--- src/rtl/swire_pkg.sv ---
package swire_pkg;

    // Timing set in microseconds; cycle counts are derived per module.
    localparam int STD_RST_US  = 360;  // reset cut, above any slot low time
    localparam int OD_RST_US   = 40;
    localparam int STD_SMP_US  = 30;   // write sample point after the edge
    localparam int OD_SMP_US   = 4;
    localparam int STD_HOLD_US = 45;   // read-0 hold after the edge
    localparam int OD_HOLD_US  = 6;
    localparam int STD_PDW_US  = 20;   // delay before presence
    localparam int OD_PDW_US   = 2;
    localparam int STD_PDL_US  = 100;  // presence length
    localparam int OD_PDL_US   = 10;

    typedef enum logic [2:0] {
        ST_IDLE,
        ST_SLOT,
        ST_RECOV,
        ST_RSTW,
        ST_PDW,
        ST_PDD
    } swire_st_e;

endpackage

--- src/rtl/swire_sync.sv ---
module swire_sync #(
    parameter int STAGES = 2
) (
    input  logic clk,
    input  logic rst_n,
    input  logic line_i,
    output logic lvl_o,
    output logic fall_o
);
    localparam int SW = (STAGES < 2) ? 2 : STAGES;

    typedef struct packed {
        logic [SW-1:0] sh;
        logic          prev;
    } sync_t;

    sync_t r_q, r_d;

    always_comb begin
        r_d      = r_q;
        r_d.sh   = {r_q.sh[SW-2:0], line_i};
        r_d.prev = r_q.sh[SW-1];
    end

    always_ff @(posedge clk or negedge rst_n) begin
        if (!rst_n) begin
            r_q <= '{sh: '1, prev: 1'b1};
        end else begin
            r_q <= r_d;
        end
    end

    assign lvl_o  = r_q.sh[SW-1];
    assign fall_o = r_q.prev & ~r_q.sh[SW-1];

endmodule

--- src/rtl/swire_lowcnt.sv ---
module swire_lowcnt #(
    parameter int CLK_PER_US = 4
) (
    input  logic clk,
    input  logic rst_n,
    input  logic lvl_i,
    input  logic od_i,
    output logic hit_o
);
    import swire_pkg::*;

    localparam int STD_C = STD_RST_US * CLK_PER_US;
    localparam int OD_C  = OD_RST_US * CLK_PER_US;
    localparam int CMAX  = STD_C + 1;
    localparam int CW    = $clog2(CMAX + 1);

    logic [CW-1:0] cnt_q, cnt_d;
    logic [CW-1:0] thr;

    always_comb begin
        thr = od_i ? CW'(OD_C) : CW'(STD_C);
        if (lvl_i) begin
            cnt_d = '0;
        end else if (cnt_q == CW'(CMAX)) begin
            cnt_d = cnt_q;
        end else begin
            cnt_d = cnt_q + 1'b1;
        end
    end

    always_ff @(posedge clk or negedge rst_n) begin
        if (!rst_n) begin
            cnt_q <= '0;
        end else begin
            cnt_q <= cnt_d;
        end
    end

    assign hit_o = !lvl_i && (cnt_q == thr);

    AST_HIT_SINGLE: assert property (@(posedge clk) disable iff (!rst_n)
        hit_o |=> !hit_o);

endmodule

--- src/rtl/swire_ctrl.sv ---
module swire_ctrl #(
    parameter int CLK_PER_US = 4
) (
    input  logic       clk,
    input  logic       rst_n,
    input  logic       lvl_i,
    input  logic       fall_i,
    input  logic       rst_hit_i,
    input  logic       od_i,
    input  logic       tx_en_i,
    input  logic       tx_bit_i,
    output logic       pull_o,
    output logic       rx_valid_o,
    output logic       rx_bit_o,
    output logic       tx_done_o,
    output logic [2:0] bit_pos_o,
    output logic       reset_seen_o
);
    import swire_pkg::*;

    localparam int TW = $clog2(STD_PDL_US * CLK_PER_US + 1);

    localparam logic [TW-1:0] SMP_S  = TW'(STD_SMP_US  * CLK_PER_US - 1);
    localparam logic [TW-1:0] SMP_O  = TW'(OD_SMP_US   * CLK_PER_US - 1);
    localparam logic [TW-1:0] HOLD_S = TW'(STD_HOLD_US * CLK_PER_US - 1);
    localparam logic [TW-1:0] HOLD_O = TW'(OD_HOLD_US  * CLK_PER_US - 1);
    localparam logic [TW-1:0] PDW_S  = TW'(STD_PDW_US  * CLK_PER_US - 1);
    localparam logic [TW-1:0] PDW_O  = TW'(OD_PDW_US   * CLK_PER_US - 1);
    localparam logic [TW-1:0] PDL_S  = TW'(STD_PDL_US  * CLK_PER_US - 1);
    localparam logic [TW-1:0] PDL_O  = TW'(OD_PDL_US   * CLK_PER_US - 1);

    typedef struct packed {
        swire_st_e      st;
        logic [TW-1:0]  tmr;
        logic           rd;
        logic           pull;
        logic           rx_valid;
        logic           rx_bit;
        logic           tx_done;
        logic           rst_seen;
        logic [2:0]     pos;
        logic [2:0]     pos_out;
    } ctrl_t;

    ctrl_t r_q, r_d;
    logic [TW-1:0] smp_c, hold_c, pdw_c, pdl_c;

    always_comb begin
        smp_c  = od_i ? SMP_O  : SMP_S;
        hold_c = od_i ? HOLD_O : HOLD_S;
        pdw_c  = od_i ? PDW_O  : PDW_S;
        pdl_c  = od_i ? PDL_O  : PDL_S;

        r_d          = r_q;
        r_d.rx_valid = 1'b0;
        r_d.tx_done  = 1'b0;
        r_d.rst_seen = 1'b0;

        case (r_q.st)
            ST_IDLE: begin
                if (fall_i) begin
                    r_d.st   = ST_SLOT;
                    r_d.tmr  = '0;
                    r_d.rd   = tx_en_i;
                    r_d.pull = tx_en_i & ~tx_bit_i;
                end
            end
            ST_SLOT: begin
                r_d.tmr = r_q.tmr + 1'b1;
                if (r_q.rd) begin
                    if (r_q.tmr == hold_c) begin
                        r_d.pull    = 1'b0;
                        r_d.tx_done = 1'b1;
                        r_d.pos_out = r_q.pos;
                        r_d.pos     = r_q.pos + 3'd1;
                        r_d.st      = ST_RECOV;
                    end
                end else if (r_q.tmr == smp_c) begin
                    r_d.rx_valid = 1'b1;
                    r_d.rx_bit   = lvl_i;
                    r_d.pos_out  = r_q.pos;
                    r_d.pos      = r_q.pos + 3'd1;
                    r_d.st       = ST_RECOV;
                end
            end
            ST_RECOV: begin
                if (lvl_i) begin
                    r_d.st = ST_IDLE;
                end
            end
            ST_RSTW: begin
                if (lvl_i) begin
                    r_d.st  = ST_PDW;
                    r_d.tmr = '0;
                end
            end
            ST_PDW: begin
                r_d.tmr = r_q.tmr + 1'b1;
                if (r_q.tmr == pdw_c) begin
                    r_d.st   = ST_PDD;
                    r_d.tmr  = '0;
                    r_d.pull = 1'b1;
                end
            end
            ST_PDD: begin
                r_d.tmr = r_q.tmr + 1'b1;
                if (r_q.tmr == pdl_c) begin
                    r_d.pull = 1'b0;
                    r_d.st   = ST_RECOV;
                end
            end
            default: r_d.st = ST_IDLE;
        endcase

        // A reset wins over anything in flight.
        if (rst_hit_i) begin
            r_d.st       = ST_RSTW;
            r_d.pull     = 1'b0;
            r_d.rd       = 1'b0;
            r_d.pos      = '0;
            r_d.rx_valid = 1'b0;
            r_d.tx_done  = 1'b0;
            r_d.rst_seen = 1'b1;
        end
    end

    always_ff @(posedge clk or negedge rst_n) begin
        if (!rst_n) begin
            r_q <= '{st: ST_IDLE, tmr: '0, rd: 1'b0, pull: 1'b0,
                     rx_valid: 1'b0, rx_bit: 1'b0, tx_done: 1'b0,
                     rst_seen: 1'b0, pos: '0, pos_out: '0};
        end else begin
            r_q <= r_d;
        end
    end

    assign pull_o       = r_q.pull;
    assign rx_valid_o   = r_q.rx_valid;
    assign rx_bit_o     = r_q.rx_bit;
    assign tx_done_o    = r_q.tx_done;
    assign bit_pos_o    = r_q.pos_out;
    assign reset_seen_o = r_q.rst_seen;

    AST_WRITE_NO_PULL: assert property (@(posedge clk) disable iff (!rst_n)
        (r_q.st == ST_SLOT && !r_q.rd) |-> !r_q.pull);

    AST_RESET_ZERO_POS: assert property (@(posedge clk) disable iff (!rst_n)
        rst_hit_i |=> (r_q.pos == 3'd0));

    AST_EVENTS_EXCLUSIVE: assert property (@(posedge clk) disable iff (!rst_n)
        $onehot0({r_q.rx_valid, r_q.tx_done, r_q.rst_seen}));

    AST_NO_SLOT_WHILE_LOW: assert property (@(posedge clk) disable iff (!rst_n)
        (r_q.st == ST_IDLE && !lvl_i) |-> !fall_i || r_d.st == ST_SLOT || rst_hit_i);

endmodule

--- src/rtl/swire_slave_phy.sv ---
module swire_slave_phy #(
    parameter int CLK_PER_US  = 4,
    parameter int SYNC_STAGES = 2
) (
    input  logic       clk,
    input  logic       rst_n,
    input  logic       line_i,
    input  logic       od_i,
    input  logic       tx_en_i,
    input  logic       tx_bit_i,
    output logic       pull_o,
    output logic       rx_valid_o,
    output logic       rx_bit_o,
    output logic       tx_done_o,
    output logic [2:0] bit_pos_o,
    output logic       reset_seen_o
);
    logic lvl;
    logic fall;
    logic rst_hit;

    swire_sync #(.STAGES(SYNC_STAGES)) i_sync (
        .clk    (clk),
        .rst_n  (rst_n),
        .line_i (line_i),
        .lvl_o  (lvl),
        .fall_o (fall)
    );

    swire_lowcnt #(.CLK_PER_US(CLK_PER_US)) i_lowcnt (
        .clk   (clk),
        .rst_n (rst_n),
        .lvl_i (lvl),
        .od_i  (od_i),
        .hit_o (rst_hit)
    );

    swire_ctrl #(.CLK_PER_US(CLK_PER_US)) i_ctrl (
        .clk          (clk),
        .rst_n        (rst_n),
        .lvl_i        (lvl),
        .fall_i       (fall),
        .rst_hit_i    (rst_hit),
        .od_i         (od_i),
        .tx_en_i      (tx_en_i),
        .tx_bit_i     (tx_bit_i),
        .pull_o       (pull_o),
        .rx_valid_o   (rx_valid_o),
        .rx_bit_o     (rx_bit_o),
        .tx_done_o    (tx_done_o),
        .bit_pos_o    (bit_pos_o),
        .reset_seen_o (reset_seen_o)
    );

    AST_RESET_RELEASES_LINE: assert property (@(posedge clk) disable iff (!rst_n)
        reset_seen_o |-> !pull_o);

    AST_RESET_WHILE_LOW: assert property (@(posedge clk) disable iff (!rst_n)
        reset_seen_o |-> !lvl || $past(!lvl));

endmodule

--- config.mk ---
export PLATFORM = sky130hd
export DESIGN_NAME = swire_slave_phy
export DESIGN_NICKNAME = d
export VERILOG_FILES = /design/src/rtl/swire_pkg.sv /design/src/rtl/swire_sync.sv /design/src/rtl/swire_lowcnt.sv /design/src/rtl/swire_ctrl.sv /design/src/rtl/swire_slave_phy.sv
export SDC_FILE = /design/constraint.sdc
export NUM_CORES = 1
export LEC_CHECK = 0
export ABC_AREA = 1
export BUFFER_PORTS_ARGS = -buffer_cell sky130_fd_sc_hd__buf_4
export CAP_MARGIN = 10
export CORE_UTILIZATION = 55
export CTS_CLUSTER_SIZE = 8
export DETAILED_ROUTE_END_ITERATION = 12
export PLACE_DENSITY = 0.73
export RECOVER_POWER = 50
export SETUP_SLACK_MARGIN = 0.15
export SLEW_MARGIN = 20
export SYNTH_ARGS = -nofsm -noshare
export SYNTH_HDL_FRONTEND = slang
export SYNTH_SLANG_ARGS = --single-unit
export TNS_END_PERCENT = 50
--- constraint.sdc ---
create_clock -name clk -period 3.1 [get_ports clk]
set_input_delay 0.465 -clock clk [delete_from_list [all_inputs] [get_ports clk]]
set_output_delay 0.465 -clock clk [all_outputs]
set_load 0.1 [all_outputs]
# Yosys cells after proc, flatten, opt, wreduce, memory -nomap -nowiden
# Index checks and enable logic that the tools add are counted.
# totals
output_inout_bits	8
in_bits	6
ff_bits	38
# op_classes
n_reduce_logical	18
addsub	3
mux	35
bitwise	5
n_eq_ne	25
# ops
op	n
9-bit equality test	4
9-bit one-hot mux with 4 select lines	1
11-bit 2-to-1 mux	3
12-bit 2-to-1 mux	2
3-bit 2-to-1 mux	8
6-bit 2-to-1 mux	4
3-bit one-hot mux with 6 select lines	1
14-bit 2-to-1 mux	1
7-bit 2-to-1 mux	2
3-bit by 1-bit != test with 1-bit output, second input constant	4
3-bit by 2-bit != test with 1-bit output, second input constant	4
3-bit AND reduction	4
11-bit by 1-bit adder with 11-bit output, second input constant	1
11-bit equality test	1
11-bit equality test, second input constant	1
9-bit by 1-bit adder with 9-bit output, second input constant	1
9-bit 2-to-1 mux	1
8-bit 2-to-1 mux	1
2-bit != test, second input constant	4
2-bit nonzero test	4
1-bit 2-to-1 mux	7
7-bit AND reduction	1
3-bit by 2-bit equality test with 1-bit output, second input constant	2
3-bit equality test, second input constant	2
other kinds (18)	22

# Longest topological paths before layout
# logic_depth
ltp_word	6
mapped_depth	12
depth_no_buf	12

# By module
# Synthesis repeated with hierarchy kept, for this count alone.
# unflattened
cells_unflattened	339
area_unflattened_um2	2436.1
# modules_own_cells
mod	area_each_um2	n_inst	cells_per_inst
swire_ctrl	1654.1	1	233
swire_lowcnt	693.2	1	101
swire_sync	88.8	1	5

# Worst setup path after synthesis
# No wires, ideal clock.
# synth_timing
path_type	register to register
startpoint	register i_sync.r_q (netlist bit i_sync.lvl_o)
endpoint	register i_ctrl.r_q[18] in the netlist's numbering
synth_period_minus_slack_ns	1.488
setup_time_ns	0.122
slack_ns	1.612
t_arrival_ns	1.366
path_stages_with_launch	9
required_ns	2.978
path_cell_list	dfstp_2 > buf_4 > inv_2 > o21ai_1 > nand2_4 > inv_2 > nand3_1 > xor2_1 > nor2_1
# synth_via
elab_chain_len	4
elab_cells_between_ends	5
classes_between	eq/ne: 2; bitwise: 2; reduce/logical: 1
# synth_rtl
element	line_no	source
start: declaration	swire_sync.sv:17	sync_t r_q, r_d;
start signal: assignment	swire_sync.sv:27	r_q <= '{sh: '1, prev: 1'b1};
start signal: assignment	swire_sync.sv:29	r_q <= r_d;
1-bit NOT	swire_sync.sv:34	assign fall_o = r_q.prev & ~r_q.sh[SW-1];
1-bit AND	swire_sync.sv:34	
2-bit != test (no line)	n/a	
3-bit AND reduction (no line) (*)	n/a	
end signal: assignment	swire_ctrl.sv:129	r_q <= '{st: ST_IDLE, tmr: '0, rd: 1'b0, pull: 1'b0,
end signal: assignment	swire_ctrl.sv:133	r_q <= r_d;
end: declaration	swire_ctrl.sv:45	ctrl_t r_q, r_d;
# Mark *: on every way between the ends. The rest lies on a longest branch, timed or not.
# A chain may end at the register's enable or synchronous reset.

==> results.sh <==
export IMPL_outcome="complete, but fails checks"
export IMPL_violations="max-capacitance violations, max-slew violations"
export IMPL_grt_setup_unrepaired="false"
export IMPL_ys_ff_latch=38
export IMPL_grt_start_max_net_pins=39
export IMPL_place_congestion=0.881
export IMPL_finalCriticalPeriod_ns=1.86
export IMPL_num_vias=1969
export IMPL_async_flop_share=1.00
export IMPL_hold_start="line_i"
export IMPL_synthAdderAreaFrac=0.0326
export IMPL_startpoint_type="input port"
export IMPL_synth_edf_count=0
export IMPL_syn_area_um2=2300
export IMPL_die_w_um=66.7
export IMPL_initial_core_util=0.576
export IMPL_intPower_w=0.000890
export IMPL_drt_iter0_markers=151
export IMPL_synth_xor_area_share=0.0152
export IMPL_r2r_end="i_ctrl.r_q[18]"
export IMPL_setup_viol=0
export IMPL_arrival_ns=1.87
export IMPL_area_delta_synth_final_pct=8.47
export IMPL_placed_cell_area_um2=2410
export IMPL_regArea_um2=955
export IMPL_die_height_um=66.7
export IMPL_io_pins=14
export IMPL_antenna_found_initial=0
export IMPL_crit_buf_inv=1
export IMPL_skew_ns=0.00548
export IMPL_clockRootBuffer="clkbuf_8"
export IMPL_crit_type="in2async"
export IMPL_cts_resized=0
export IMPL_yosysTopAreaCell="dfrtp_1"
export IMPL_cts_max_level=2
export IMPL_core_um2=4000
export IMPL_syn_num_nets=323
export IMPL_grt_pass1_vias=1921
export IMPL_crit_cells=1
export IMPL_worstHoldPathType="in2reg"
export IMPL_netlist_instances=311
export IMPL_swShare=0.395
export IMPL_min_period_over_period=0.600
export IMPL_max_freq_ghz=0.538
export IMPL_drc=0
export IMPL_synthTopCellsByArea="dfrtp_1, nand2_1, nor2_1"
export IMPL_tightest_slew_ns=1.98
export IMPL_rows=23
export IMPL_cts_sinks=38
export IMPL_p_clk_frac=0.233
export IMPL_routed_wl_um=4570
export IMPL_grt_pass1_wl_um=8170
export IMPL_final_area_um2=2500
export IMPL_layout_drive_gt1_share=0.147
export IMPL_synth_simple_area_share=0.377
export IMPL_viasPerCell=5.24
export IMPL_endpoint_kind="asynchronous set/reset pin"
export IMPL_synth_top_area_share=0.380
export IMPL_cp_max_fo=38
export IMPL_cts_tree="done"
export IMPL_worst_path_dominant_cell_family="buffers and inverters"
export IMPL_ant_nets=0
export IMPL_required_ns=3.11
export IMPL_dieArea_um2=4450
export IMPL_synth_top_family_by_area="simple AND/OR/NAND/NOR gates"
export IMPL_p_comb_frac=0.351
export IMPL_yosysSeqAreaShare=0.414
export IMPL_grt_total_usage=0.244
export IMPL_r2r_cells=8
export IMPL_cp_slowest_stage_delay_ns=1.39
export IMPL_drv_cap=1
export IMPL_irDropWorstVdd_v=0.000322
export IMPL_dr_pass1_iters=4
export IMPL_io_buffers=13
export IMPL_multi_input_area_um2=1140
export IMPL_slew_headroom=-0.318
export IMPL_synth_compound_area_share=0.0711
export IMPL_sequentialPowerShare=0.416
export IMPL_yosys_warnings=0
export IMPL_r2r_start="i_sync.lvl_o"
export IMPL_fillers=354
export IMPL_power_density_nw_per_um2=589
export IMPL_numCtsBuffers=5
export IMPL_synth_common_cells="nand2_1, nor2_1, dfrtp_1, inv_1, nand3_1"
export IMPL_clk_latency_ns=0.29
export IMPL_crit_path_start="rst_n"
export IMPL_tns_ns=0
export IMPL_clk_pin_slew_ns=0.07
export IMPL_synthFlopType="dfrtp_1"
export IMPL_postCtsSetupBuffers=0
export IMPL_fin_nets=337
export IMPL_r2r_slack_ns=1.30
export IMPL_wl_per_cell_um=12.2
export IMPL_synth_most_common_cell="nand2_1"
export IMPL_grt_ovfl_total=0
export IMPL_yosysUniqueCellTypes=32
export IMPL_synth_mux_area_frac=0
export IMPL_clockBufferDepth=2
export IMPL_worstPathCellList="clkbuf_1"
export IMPL_diodes=0
export IMPL_switchingPower_w=0.000582
export IMPL_slew_violations=39
export IMPL_syn_mean_instance_area_um2=7.41
export IMPL_crit_end="i_ctrl.r_q[13]"
export IMPL_cts_hold_buffers_added=0
export IMPL_hpwl_um=3470
export IMPL_p_leak_nw=1.29
export IMPL_slowest_stage="clkbuf_1"
export IMPL_finalHoldViolations=0
[cells by family (layout without fill, tap and decap cells)]
logic type / count (synthesis) / count (layout)
simple gates: 186 / 186
buf+inv: 47 / 62
flops: 38 / 38
compound gates: 30 / 30
fa+ha+maj: 6 / 6
xor+xnor: 4 / 4
[through the flow]
step	setup slack (ns)	power, W	hold slack (ns)	util	cells
6_report	1.24	0.00147	0.280	0.625	376
5_1_grt	0.772	0.00159	0.269	0.625	376
3_3_place_gp	1.40	0.00113	0.350	0.603	368
4_1_cts	1.36	0.00148	0.143	0.626	376
2_1_floorplan	1.61	0.00102	0.169	-	311
3_5_place_dp	1.34	0.00114	0.350	0.603	368
[flip-flops by register name (all words and copies together) (netlist names)]
register,flops
i_sync.lvl_o,1
i_ctrl.tx_done_o,1
i_ctrl.pull_o,1
i_ctrl.rx_bit_o,1
i_ctrl.bit_pos_o,3
i_ctrl.reset_seen_o,1
i_lowcnt.cnt_q,11
i_ctrl.r_q,16
i_sync.r_q,1
i_sync.r_d,1
i_ctrl.rx_valid_o,1
[power groups by stage]
stage / clock [W] / sequential [W] / combinational (W)
floorplan: 0 / 0.000636 / 0.000385
global placement: 0 / 0.000619 / 0.000510
detailed placement: 0 / 0.000619 / 0.000518
CTS: 0.000354 / 0.000610 / 0.000520
global route: 0.000379 / 0.000620 / 0.000592
finish: 0.000343 / 0.000612 / 0.000517
[placed cells by master, fill, tap and decap left out, types with 2 or more instances in the layout]
cell type and count:
nand4_1 3, nor3_2 2, xnor2_1 2, nand2_1 82, dfstp_2 2, nand2_4 2, inv_2 7, o21ai_0 14
nor2_2 3, nand3_1 27, ha_1 6, clkbuf_1 2, nor3_1 9, buf_4 11, nand3_2 2, nor2_4 3
nand2_2 5, inv_1 34, a21oi_1 11, nor2_1 41, clkbuf_8 6, nor4_1 3, dfrtp_1 35, xor2_1 2
[metal layers]
layer / vias to the layer above / GRT usage / part of all wire / wire (um)
met4: 0 / 0.0931 / 0.014 / 62
met2: 31 / 0.408 / 0.48 / 2190
met5: - / 0 / 0 / 0
met3: 7 / 0.0599 / 0.034 / 157
met1: 915 / 0.300 / 0.47 / 2160
li1: 1016 / - / - / -
[worst min path at each step]
stage | to | slack, ns | cells past startpoint
5_1_grt | i_sync.r_d[2] | 0.27 | 1
3_5_place_dp | i_sync.lvl_o | 0.35 | 0
4_1_cts | i_lowcnt.cnt_q[4] | 0.14 | 1
2_1_floorplan | i_ctrl.bit_pos_o[0] | 0.17 | 0
3_3_place_gp | i_sync.lvl_o | 0.35 | 0
6_report | i_sync.r_d[2] | 0.28 | 1
[area by class of cell]
cell class	instances	share of cell area
clock inverters	1	0.00200
inverters	41	0.0616
multi-input cells	226	0.457
well taps	50	0.0250
repair buffers	13	0.0375
flip-flops and latches	38	0.382
clock buffers	7	0.0345
Note: power is estimated with default switching activity, not from simulation.
